===== config.mk =====
export PLATFORM = sky130hd
export DESIGN_NAME = mbox_host_if
export DESIGN_NICKNAME = d
export VERILOG_FILES = /design/src/rtl/mbox_host_if.sv
export SDC_FILE = /design/constraint.sdc
export NUM_CORES = 1
export LEC_CHECK = 0
export BUFFER_PORTS_ARGS = -buffer_cell sky130_fd_sc_hd__buf_2
export CORE_ASPECT_RATIO = 2
export CORE_MARGIN = 2
export CORE_UTILIZATION = 40
export DETAILED_ROUTE_END_ITERATION = 16
export PLACE_DENSITY = 0.66
export SYNTH_ARGS = -nofsm -noshare
export SYNTH_HDL_FRONTEND = slang
export SYNTH_SLANG_ARGS = --single-unit

===== constraint.sdc =====
create_clock -name clk -period 3.95 [get_ports clk]
set_input_delay 0.5925 -clock clk [delete_from_list [all_inputs] [get_ports clk]]
set_output_delay 0.5925 -clock clk [all_outputs]
set_load 0.005 [all_outputs]

===== src/rtl/mbox_host_if.sv =====
module mbox_host_if #(
  parameter int AW    = 5,
  parameter int DEPTH = 16,
  parameter int DW    = 8
) (
  input  logic          clk,
  input  logic          rst_n,
  input  logic          bus_sel,
  input  logic          bus_wr,
  input  logic [AW-1:0] bus_addr,
  input  logic [31:0]   bus_wdata,
  output logic [31:0]   bus_rdata,
  output logic [DW-1:0] tx_byte,
  output logic          tx_valid,
  input  logic          tx_ready,
  input  logic [DW-1:0] rx_byte,
  input  logic          rx_valid,
  output logic          irq
);
  localparam int PW = $clog2(DEPTH);
  localparam int IW = AW - 2;
  localparam logic [IW-1:0] A_INT  = IW'(0);
  localparam logic [IW-1:0] A_DATA = IW'(1);
  localparam logic [IW-1:0] A_STAT = IW'(2);

  logic [DW-1:0] tx_mem [DEPTH];
  logic [DW-1:0] rx_mem [DEPTH];
  logic [PW-1:0] tx_rp, tx_wp, rx_rp, rx_wp;
  logic [PW:0]   tx_cnt, rx_cnt;
  logic          rxo;
  logic [3:0]    arm_q, mask_q;

  wire [IW-1:0] idx  = bus_addr[AW-1:2];
  wire tx_empty      = tx_cnt == '0;
  wire tx_full       = tx_cnt == (PW+1)'(DEPTH);
  wire rx_empty      = rx_cnt == '0;
  wire rx_full       = rx_cnt == (PW+1)'(DEPTH);
  wire wr_int        = bus_sel &  bus_wr & idx == A_INT;
  wire wr_data       = bus_sel &  bus_wr & idx == A_DATA;
  wire wr_stat       = bus_sel &  bus_wr & idx == A_STAT;
  wire rd_data       = bus_sel & !bus_wr & idx == A_DATA;
  wire tx_push       = wr_data & !tx_full;
  wire tx_pop        = tx_valid & tx_ready;
  wire rx_pop        = rd_data & !rx_empty;
  wire rx_push       = rx_valid & (!rx_full | rx_pop);
  wire rx_drop       = rx_valid & rx_full & !rx_pop;
  wire [3:0] cond    = {rxo, !rx_empty, !tx_full, tx_empty};

  assign tx_valid = !tx_empty;
  assign tx_byte  = tx_mem[tx_rp];
  assign irq      = |(cond & arm_q & mask_q);

  always_comb begin
    bus_rdata = '0;
    if (bus_sel && !bus_wr) begin
      unique case (idx)
        A_INT:   bus_rdata[7:0] = {mask_q, cond & arm_q};
        A_DATA:  if (!rx_empty) bus_rdata[15:8] = rx_mem[rx_rp];
        A_STAT:  bus_rdata[3:0] = cond;
        default: bus_rdata = '0;
      endcase
    end
  end

  always_ff @(posedge clk) begin
    if (tx_push) tx_mem[tx_wp] <= bus_wdata[15:8];
    if (rx_push) rx_mem[rx_wp] <= rx_byte;
  end

  always_ff @(posedge clk) begin
    if (!rst_n) begin
      tx_rp  <= '0;
      tx_wp  <= '0;
      tx_cnt <= '0;
      rx_rp  <= '0;
      rx_wp  <= '0;
      rx_cnt <= '0;
      rxo    <= 1'b0;
      arm_q  <= '0;
      mask_q <= '0;
    end else begin
      if (tx_push) tx_wp <= tx_wp + 1'b1;
      if (tx_pop)  tx_rp <= tx_rp + 1'b1;
      tx_cnt <= tx_cnt + (PW+1)'(tx_push) - (PW+1)'(tx_pop);
      if (rx_push) rx_wp <= rx_wp + 1'b1;
      if (rx_pop)  rx_rp <= rx_rp + 1'b1;
      rx_cnt <= rx_cnt + (PW+1)'(rx_push) - (PW+1)'(rx_pop);
      if (rx_drop)                     rxo <= 1'b1;
      else if (wr_stat && bus_wdata[3]) rxo <= 1'b0;
      if (wr_int) begin
        arm_q  <= bus_wdata[3:0];
        mask_q <= bus_wdata[7:4];
      end
    end
  end
endmodule



==> summary.md, run 1 <==
| Metric | Value |
|---|---|
| Post-synth cell types | `45` |
| RSZ-0062 raised after global routing | `no` |
| Largest family of logic cells by synthesized area | `multiplexers` |
| Fraction of registers with async set/reset | `0%` |
| Clk pwr share | `35.8%` |
| Worst-margin pin slew | `1.11 ns` |
| First-pass GRT wire length | `around 36 mm` |
| HPWL reported at the end of detailed placement | `16.7 mm` |
| RR Endpoint | `tx_cnt[4]$_SDFF_PN0_` |
| Final antenna-violating net count | `0` |
| Commonest non-fill, non-tap cell in the layout | `edfxtp_1` |
| Vias per cell | `between 5 and 6` |
| Crit-path slowest cell | `or4b_1` |
| Drt pass-1 iters | `5` |
| Most used DFF post-synth | `edfxtp_1` |
| CP required | `between 4 and 5 ns` |
| Critical path class | `flop to flop` |
| Gr usage total | `approximately 15%` |
| # resized after CTS | `0` |
| Total CTS buffers | `26` |
| Routed WL per cell | `roughly 20 um` |
| Filler instances | `approximately 2500` |
| Fin worst setup slack | `roughly 0.80 ns` |
| Worst slew margin | `25.6%` |
| Number of remaining DRC errors | `0` |
| R2r worst-path depth | `13` |
| Total congestion overflow | `0` |
| Adder-cell share of the synthesized area | `roughly 2.6%` |
| CTS Sinks | `299` |
| Max Clk Rate | `317 MHz` |
| Buffers on Ports | `slightly below 60` |
| Reg power frac | `50.2%` |
| Worst-path clk slew | `around 0.070 ns` |
| Cell Area, Synth | `12200 um^2` |
| Gpl congestion | `0.777` |
| CP startpoint kind | `flop` |
| Clock Latency Late Sink | `approximately 0.53 ns` |
| CP Depth | `13` |
| Seq cells post-synth | `~300` |
| Post-Synthesis Cells | `696` |
| Final instance area | `13700 um^2` |
| Critical Path Start | `tx_cnt[2]$_SDFF_PN0_` |
| WP buf/inv | `3` |
| Critical-path cell list | `inv_1, ha_1, or4b_1, nand2_2, inv_1, ha_1, inv_1, ha_1, fa_1, a21oi_1, nor2_1, or3_1, and3_1` |
| Sw Pwr | `around 1.7 mW` |
| Mapped Avg Cell Area | `roughly 18 um^2` |
| Initial core utilization | `about two fifths` |
| Commonest cells after routing, fill and taps aside | `edfxtp_1 (256), mux4_2 (64), buf_2 (58)` |
| Drt total wl | `roughly 23 mm` |
| Switching share of power | `a little under a quarter` |
| Min Tclk post-route | `between 3 and 4 ns` |
| Post-CTS Setup Repair Bufs | `0` |
| Hold violation count in the final report | `0` |
| 1st-iter DRT viols | `approximately 310` |
| Area Growth Syn to Fin | `12.2%` |
| Final nets | `837` |
| Worst R2R Start | `tx_cnt[2]$_SDFF_PN0_` |
| Critical path's largest stage delay | `around 0.6 ns` |
| Setup TNS | `0 ns` |
| Core area | `between 30000 and 40000 um^2` |
| DR vias | `6012` |
| Row cnt | `90` |
| Max H-tree Level | `1` |
| Synth warn | `0` |
| Vias in the first global route | `slightly above 6000` |
| Root Driver | `clkbuf_16` |
| DIE WIDTH | `128 um` |
| VDD IR max | `around 0.00036 V` |
| Cell count after placement | `~1100` |
| Sequential share of the synthesized area | `between 60% and 70%` |
| Largest net degree at the start of global routing | `39` |
| Max-slew violations | `0` |
| Post-synthesis mux area share | `a little over an eighth` |
| Initial antenna violation count | `1` |
| R2R setup slack | `~0.80 ns` |
| Layout Cells excl Fill | `about 1200` |
| Die area | `32000 um^2` |
| Post-DP Area | `approximately 13000 um^2` |
| TritonCTS clock tree | `built` |
| Internal power | `roughly 5.5 mW` |
| Final setup fails | `0` |
| Final clock period utilization by the worst path | `around four fifths` |
| Cell family with most CP delay | `simple AND/OR/NAND/NOR gates` |
| Place WS | `roughly 0.6 ns` |
| Crit path capture | `tx_cnt[4]$_SDFF_PN0_` |
| Min-delay worst type | `primary input to flop` |
| Post-synth EDFFs | `between 200 and 300` |
| Synth Area in XOR/XNOR | `less than 1%` |
| Maxcap violations | `0` |
| Leak | `between 4 and 5 nW` |
| Layout cells sized above 1 | `~25%` |
| Die H | `roughly 250 um` |
| Comb power frac | `14.0%` |
| Hold_buf cts | `0` |
| Crit path max fanout | `7` |
| Nature of the critical path endpoint | `flop` |
| Clock Tree Buf Depth | `3` |
| Ports | `just over 90` |
| Power per cell area | `between 500 and 600 nW/um^2` |
| Status | `completed` |
| Synth Area in Compound Gates | `roughly 3%` |
| Final Util | `around 46%` |
| Clk_skew | `roughly 0.013 ns` |
| Arr. time, crit path | `around 3.6 ns` |
| Simple logic cell fraction of the synthesized area | `under 10%` |
[final cells by class]
class                           count  area [um^2]  share of cell area (%)
Inverter                           22         82.6                   0.603
Antenna cell                        1         2.50                  0.0183
Clock inverter                     20          191                    1.40
Multi-Input combinational cell    339         3330                    24.3
Timing Repair Buffer               74          410                    2.99
Tap cell                          368          460                    3.36
Clock buffer                       28          679                    4.96
Sequential cell                   299         8550                    62.4
[cell usage after synthesis, types with 2 or more instances]
master,count,share of area [%]
buf_1,5,0.15
o21ai_1,2,0.082
nor3b_2,3,0.31
nand2_1,29,0.89
nand2b_1,5,0.26
nor2b_1,5,0.26
buf_6,7,0.65
nand3_1,16,0.66
xor2_1,4,0.29
a22oi_1,16,0.98
xnor2_1,9,0.65
nand3_2,2,0.16
inv_2,2,0.061
and2_1,30,1.5
nor2_1,28,0.86
dfxtp_1,43,7.0
nor3b_1,3,0.18
clkbuf_1,11,0.34
nand4bb_1,2,0.18
a21boi_1,14,0.86
mux2i_1,19,1.6
o21ai_0,4,0.16
or3_1,5,0.26
o22ai_1,8,0.41
and3_1,4,0.20
buf_4,18,1.1
buf_2,10,0.41
mux4_2,64,12
inv_1,20,0.61
nand4_1,4,0.20
a21o_1,2,0.12
ha_1,22,2.3
fa_1,2,0.33
edfxtp_1,256,63
nor4_1,4,0.20
a21oi_1,5,0.20
nor3_1,5,0.20
[power by group through the flow]
stage          combinational (mW)  sequential [mW]  clock (mW)
2_1_floorplan               0.828             3.64           0
3_3_place_gp                 1.01             3.68           0
3_5_place_dp                 1.03             3.69           0
4_1_cts                      1.04             3.62        2.66
5_1_grt                      1.13             3.63        2.76
6_report                     1.01             3.61        2.58
[how the worst min path moves through the flow]
stage / from / endpoint / slack, ns / depth (start not counted)
final: bus_wdata[6] / mask_q[2]$_SDFFE_PN0P_ / 0.31 / 3
after global routing: bus_wdata[0] / arm_q[0]$_SDFFE_PN0P_ / 0.30 / 3
after CTS: bus_wdata[6] / mask_q[2]$_SDFFE_PN0P_ / 0.28 / 3
after detailed placement: arm_q[3]$_SDFFE_PN0P_ / arm_q[3]$_SDFFE_PN0P_ / 0.46 / 2
after global placement: arm_q[3]$_SDFFE_PN0P_ / arm_q[3]$_SDFFE_PN0P_ / 0.46 / 2
after floorplan: rxo$_SDFFE_PN0P_ / rxo$_SDFFE_PN0P_ / 0.44 / 2
[worst register-to-register path, stage by stage, from the launching register on]
cell     delay (ns)
dfxtp_1        0.32
inv_1          0.08
ha_1           0.17
or4b_1         0.60
nand2_2        0.16
inv_1          0.05
ha_1           0.26
inv_1          0.04
ha_1           0.20
fa_1           0.43
a21oi_1        0.17
nor2_1         0.06
or3_1          0.33
and3_1         0.18
[state kept, by name (all words and copies together), names as in the netlist, 4 cells and up, named ones only]
| name | cells |
|---|---|
| rx_mem | 128 |
| tx_mem | 128 |
| rx_cnt | 5 |
| tx_cnt | 5 |
| arm_q | 4 |
| mask_q | 4 |
| rx_rp | 4 |
| rx_wp | 4 |
| tx_rp | 4 |
| tx_wp | 4 |
[routing by layer]
layer | routed length (um) | share of wire, % | GRT usage [%] | vias up
met5 | 0 | 0 | 0 | -
met2 | 14700 | 63 | 31.3 | 103
met3 | 607 | 2.6 | 1.66 | 35
met1 | 7630 | 32 | 13.8 | 3078
li1 | - | - | - | 2796
met4 | 517 | 2.2 | 4.87 | 0
[through the flow]
stage / hold slack (ns) / power [mW]
global route: 0.305 / 7.52
global placement: 0.457 / 4.70
detailed placement: 0.461 / 4.72
CTS: 0.279 / 7.31
finish: 0.312 / 7.20
floorplan: 0.441 / 4.47
[cells by family (layout without fill, tap and decap cells)]
| group | Yosys count | after routing |
|---|---|---|
| flip-flops | 299 | 299 |
| AO/OA/AOI/OAI | 54 | 54 |
| other | 1 | 17 |
| adder cells (fa/ha/maj) | 24 | 24 |
| multiplexers | 83 | 83 |
| AND/OR/NAND/NOR | 149 | 149 |
| XOR/XNOR | 13 | 13 |
| buffers and inverters | 73 | 144 |
(Power assumes the default switching activity.)
==> run 2: changes to the inputs <==
Clock period 3.95 ns to 3.05 ns, I/O delays scaled along.
==> summary.md, run 2 (synthesized netlist as in run 1, its figures left out) <==
| Metric | Value |
|---|---|
| Status | `completed` |
| DR vias | `6047 (+0.58%)` |
| Vias in the first global route | `6545 (+5.9%)` |
| Layout cells sized above 1 | `27.3% (+2.8 points)` |
| VDD IR max | `0.000461 V (+27%)` |
| Total CTS buffers | `26 (unchanged)` |
| Final clock period utilization by the worst path | `95.4%` |
| HPWL reported at the end of detailed placement | `16.9 mm (+1.1%)` |
| Reg area | `8550 um^2 (unchanged)` |
| Final setup fails | `0 (unchanged)` |
| Core area | `30100 um^2 (unchanged)` |
| Final antenna-violating net count | `0 (unchanged)` |
| Routed WL per cell | `20.3 um (-0.39%)` |
| Max H-tree Level | `1 (unchanged)` |
| Largest net degree at the start of global routing | `39 (unchanged)` |
| Gr usage total | `15.2% (+0.42 points)` |
| Nature of the critical path endpoint | `output port` |
| Leak | `4.63 nW (+2.6%)` |
| Number of remaining DRC errors | `0 (unchanged)` |
| Layout Cells excl Fill | `1171 (+1.7%)` |
| Ports | `93 (unchanged)` |
| Arr. time, crit path | `2.45 ns (-1.13 ns)` |
| Hold violation count in the final report | `0 (unchanged)` |
| Total congestion overflow | `0 (unchanged)` |
| Top Registers | `rx_mem: 128 flops, tx_mem: 128 flops` |
| Initial antenna violation count | `1 (unchanged)` |
| CP required | `2.59 ns (-1.79 ns)` |
| Critical path class | `flop to output port` |
| Maxcap violations | `0 (unchanged)` |
| Area of the multi-input gates | `3350 um^2 (+0.60%)` |
| Commonest cells after routing, fill and taps aside | `edfxtp_1 (256), mux4_2 (64), buf_2 (58)` |
| Area Growth Syn to Fin | `13.8%` |
| 1st-iter DRT viols | `409 (+33%)` |
| Min Tclk post-route | `~2.9 ns` |
| Max Clk Rate | `roughly 340 MHz` |
| Cell count after placement | `1123 (+1.9%)` |
| Clock Tree Buf Depth | `3 (unchanged)` |
| Commonest non-fill, non-tap cell in the layout | `edfxtp_1` |
| Vias per cell | `5.16 (-1.1%)` |
| Max-slew violations | `0 (unchanged)` |
| CTS Sinks | `299 (unchanged)` |
| Row cnt | `90 (unchanged)` |
| Drt pass-1 iters | `5 (unchanged)` |
| Crit path max fanout | `8 (+1)` |
| Worst-path clk slew | `0.07 ns (about the same)` |
| CP startpoint kind | `flop` |
| Min-delay worst type | `primary input to flop` |
| Clock Latency Late Sink | `0.54 ns (about the same)` |
| Buffers on Ports | `58 (unchanged)` |
| Hold_buf cts | `0 (unchanged)` |
| Die H | `251 um (unchanged)` |
| Filler instances | `2558 (+0.55%)` |
| Clk_skew | `0.0107 ns (-0.00260 ns)` |
| First-pass GRT wire length | `36.9 mm (+3.6%)` |
| TritonCTS clock tree | `built` |
| Initial core utilization | `40.6% (unchanged)` |
| Final nets | `859 (+2.6%)` |
| Setup TNS | `0 ns (unchanged)` |
| Drt total wl | `23.8 mm (+1.3%)` |
| Worst slew margin | `47.9% (+22 points)` |
| Power per cell area | `676 nW/um^2 (+29%)` |
| RSZ-0062 raised after global routing | `no` |
| Root Driver | `clkbuf_16` |
| Worst-margin pin slew | `0.780 ns (-0.334 ns)` |
| Die area | `32000 um^2 (unchanged)` |
| DIE WIDTH | `128 um (unchanged)` |
| Gpl congestion | `0.784 (+0.86%)` |
run 2: repair_timing:
| action | CTS | global route |
|---|---|---|
| buffers inserted | 0 | 1 |
| endpoints found under the setup margin | 0 | 5 |
| gates resized for setup | 0 | 7 |
run 2: path summary, 6_finish.rpt:
path | startpoint | to | slack [ns] | cells after the start
max reg2reg | rx_cnt[3]$_SDFF_PN0_ | rx_cnt[4]$_SDFF_PN0_ | 0.18 | 13
max | rx_cnt[3]$_SDFF_PN0_ | bus_rdata[15] | 0.14 | 8
min | bus_wdata[4] | mask_q[0]$_SDFFE_PN0P_ | 0.17 | 3
min reg2reg | arm_q[2]$_SDFFE_PN0P_ | arm_q[2]$_SDFFE_PN0P_ | 0.47 | 2
run 2: cell type report:
type / instances / share of cell area (%)
inverter: 22 / 0.594
timing repair buffer: 96 / 4.32
sequential: 299 / 61.5
clock inverter: 13 / 1.09
antenna: 1 / 0.0180
clock buffer: 33 / 5.09
multi-input combinational: 339 / 24.1
tap: 368 / 3.31
run 2: per-stage QoR:
stage	util (%)	worst slack, ns	hold WS [ns]	power, mW	instance area (um^2)
after global placement	43.3	0.106	0.453	6.12	13000
after floorplan	-	0.134	0.441	5.79	12300
after global routing	46.2	0.00933	0.153	9.83	13900
after detailed placement	43.3	0.0811	0.466	6.16	13000
after CTS	46.1	0.000943	0.143	9.51	13900
final	46.2	0.141	0.166	9.40	13900
run 2: critical path: stages (launching register included):
cell     delay, ns
dfxtp_1       0.32
inv_1         0.07
ha_1          0.15
or4b_4        0.48
nand3_2       0.11
inv_2         0.06
nand2_1       0.34
o22ai_1       0.20
buf_2         0.17
run 2: report_power, final:
group	switching [mW]	total, mW	internal (mW)
combinational	0.701	1.42	0.724
clock	1.43	3.33	1.90
sequential	0.0788	4.65	4.57
run 2: per-layer routing:
metal | global-route usage [%] | part of all wire [%]
met5 | 0 | 0
met4 | 5.90 | 3.2
met3 | 1.62 | 2.4
met2 | 31.7 | 62
met1 | 14.4 | 33
==> run 3: changes to the inputs <==
Settings changed: BUFFER_PORTS_ARGS -buffer_cell sky130_fd_sc_hd__buf_2 to -buffer_cell sky130_fd_sc_hd__clkbuf_2.
==> summary.md, run 3 (synthesized netlist as in run 1, its figures left out) <==
| Metric | Value |
|---|---|
| Vias in the first global route | `6385 (-2.4%)` |
| Vias per cell | `5.19 (+0.46%)` |
| Final instance area | `13800 um^2 (-0.90%)` |
| Maxcap violations | `0 (unchanged)` |
| Diode count | `0 (-1)` |
| Total CTS buffers | `25 (-3.8%)` |
| CP required | `2.59 ns (about the same)` |
| Root Driver | `clkbuf_16` |
| Worst slew margin | `55.8% (+7.9 points)` |
| CP startpoint kind | `flop` |
| Clk_skew | `0.0141 ns (+0.00341 ns)` |
| Row cnt | `90 (unchanged)` |
| Drt pass-1 iters | `4 (-1)` |
| CTS Sinks | `299 (unchanged)` |
| Critical path's largest stage delay | `0.49 ns (about the same)` |
| Initial antenna violation count | `0 (-1)` |
| Initial core utilization | `40.6% (unchanged)` |
| 1st-iter DRT viols | `260 (-36%)` |
| DR vias | `6054 (+0.12%)` |
| First-pass GRT wire length | `36.1 mm (-2.2%)` |
| Die area | `32000 um^2 (unchanged)` |
| Routed wl met3 | `554 um (-2.6%)` |
| Post-CTS Setup Repair Bufs | `0 (unchanged)` |
| Critical-path cell list | `inv_1, ha_1, or4b_4, nand3_2, inv_2, nand2_1, o22ai_1, clkbuf_2` |
| Final antenna-violating net count | `0 (unchanged)` |
| Final clock period utilization by the worst path | `95.0% (-0.42 points)` |
| Buffers on Ports | `58 (unchanged)` |
| Setup TNS | `0 ns (unchanged)` |
| Clock Tree Buf Depth | `3 (unchanged)` |
| Commonest non-fill, non-tap cell in the layout | `edfxtp_1` |
| Min Tclk post-route | `2.90 ns (-0.0128 ns)` |
| Status | `completed` |
| Crit path max fanout | `8 (unchanged)` |
| Place WS | `0.0809 ns (-0.000124 ns)` |
| Gr usage total | `14.9% (-0.30 points)` |
| TritonCTS clock tree | `built` |
| Post-DP Area | `13000 um^2 (about the same)` |
| Total congestion overflow | `0 (unchanged)` |
| Area Growth Syn to Fin | `12.8%` |
| Comb power frac | `15.5% (+0.3 points)` |
| Worst-margin pin slew | `0.662 ns (-0.118 ns)` |
| Nature of the critical path endpoint | `output port` |
| Die H | `251 um (unchanged)` |
| DIE WIDTH | `128 um (unchanged)` |
| Crit-path slowest cell | `or4b_4` |
| Top Registers | `rx_mem: 128 flops, tx_mem: 128 flops` |
| Arr. time, crit path | `2.44 ns (about the same)` |
| Internal power | `6.88 mW (-4.4%)` |
| Core area | `30100 um^2 (unchanged)` |
| Leak | `4.58 nW (-1.1%)` |
| Min-delay worst type | `primary input to flop` |
| Worst-path clk slew | `0.07 ns (about the same)` |
| Max-slew violations | `0 (unchanged)` |
| Final setup fails | `0 (unchanged)` |
| Max Clk Rate | `345 MHz (+0.44%)` |
| Ports | `93 (unchanged)` |
| Met2 WL | `14.5 mm (-1.0%)` |
| Gpl congestion | `0.794 (+1.3%)` |
| Power per cell area | `657 nW/um^2 (-2.9%)` |
| Number of remaining DRC errors | `0 (unchanged)` |
| Hold violation count in the final report | `0 (unchanged)` |
| DR top layer | `met4` |
| Sw Pwr | `2.17 mW (-1.7%)` |
| VDD IR max | `0.000369 V (-20%)` |
| Clk pwr share | `33.2% (-2.2 points)` |
| RSZ-0062 raised after global routing | `no` |
| Fin worst setup slack | `0.153 ns (+0.0128 ns)` |
| Clock Latency Late Sink | `0.52 ns (-0.02 ns)` |
| Critical path class | `flop to output port` |
| R2R setup slack | `0.17 ns (about the same)` |
| Largest net degree at the start of global routing | `39 (unchanged)` |
| Final nets | `858 (-0.12%)` |
| Drt total wl | `23.6 mm (-0.96%)` |
| Routed WL per cell | `20.2 um (-0.62%)` |
| HPWL reported at the end of detailed placement | `16.7 mm (-1.1%)` |
| Commonest cells after routing, fill and taps aside | `edfxtp_1 (256), mux4_2 (64), clkbuf_2 (58)` |
| Met1 WL | `7.88 mm (+1.3%)` |
| Switching share of power | `24.0% (+0.49 points)` |
| Reg power frac | `51.3% (+1.9 points)` |
| Layout cells sized above 1 | `26.5% (-0.77 points)` |
| Max H-tree Level | `1 (unchanged)` |
| Filler instances | `2548 (-0.39%)` |
[run 3: changes by cell type in the layout (fill, tap and decap cells not counted), sizes merged]
cell / delta
clkinv: +1
bufinv: -2
inv: +1
clkinvlp: -2
clkbuf: +57
buf: -58
diode: -1
[run 3: final timing paths]
path / depth (start not counted) / start / end
worst min register to register: 2 / arm_q[3]$_SDFFE_PN0P_ / arm_q[3]$_SDFFE_PN0P_
worst max-delay path: 8 / rx_cnt[3]$_SDFF_PN0_ / bus_rdata[14]
worst max register to register: 13 / rx_cnt[3]$_SDFF_PN0_ / rx_cnt[4]$_SDFF_PN0_
worst min-delay path: 3 / bus_wdata[6] / mask_q[2]$_SDFFE_PN0P_
[run 3: repair_timing]
item,4_1_cts,5_1_grt
endpoints found under the setup margin,0,6
gates resized for setup,0,4
hold buffers,0,0
hold endpoints to repair,0,0
[run 3: power groups by stage]
stage          clock network, mW  registers [mW]  logic [mW]
6_report                    3.00            4.65        1.40
5_1_grt                     3.23            4.66        1.55
4_1_cts                     3.10            4.65        1.43
3_5_place_dp                   0            4.74        1.43
3_3_place_gp                   0            4.73        1.40
2_1_floorplan                  0            4.71        1.07
[run 3: area by class of cell]
class / count / area, um^2 / area share [%]
Clock inverter: 11 / 93.8 / 0.681
Multi-Input combinational cell: 339 / 3340 / 24.2
Inverter: 22 / 82.6 / 0.599
Timing Repair Buffer: 96 / 601 / 4.36
Clock buffer: 32 / 652 / 4.73
Sequential cell: 299 / 8550 / 62.1
Tap cell: 368 / 460 / 3.34
[run 3: worst max-delay path: cells and delay by family, from the launching register on]
family / cells / cell delay (ns)
compound gates: 1 / 0.21
fa+ha+maj: 1 / 0.15
buf+inv: 3 / 0.30
flops: 1 / 0.32
simple gates: 3 / 0.93
[run 3: metal layers]
layer  up-vias  global-route usage (%)
li1       2836                       -
met1      3086                    14.3
met2        97                    31.2
met3        35                    1.49
met4         0                    5.02
met5         -                       0
[run 3: metrics by stage]
step | cells | hold slack (ns) | util, % | power (mW)
detailed placement | 1124 | 0.462 | 43.3 | 6.16
floorplan | 711 | 0.441 | - | 5.79
finish | 1167 | 0.168 | 45.8 | 9.05
CTS | 1167 | 0.146 | 45.8 | 9.18
global route | 1167 | 0.156 | 45.8 | 9.44
global placement | 1124 | 0.455 | 43.3 | 6.13
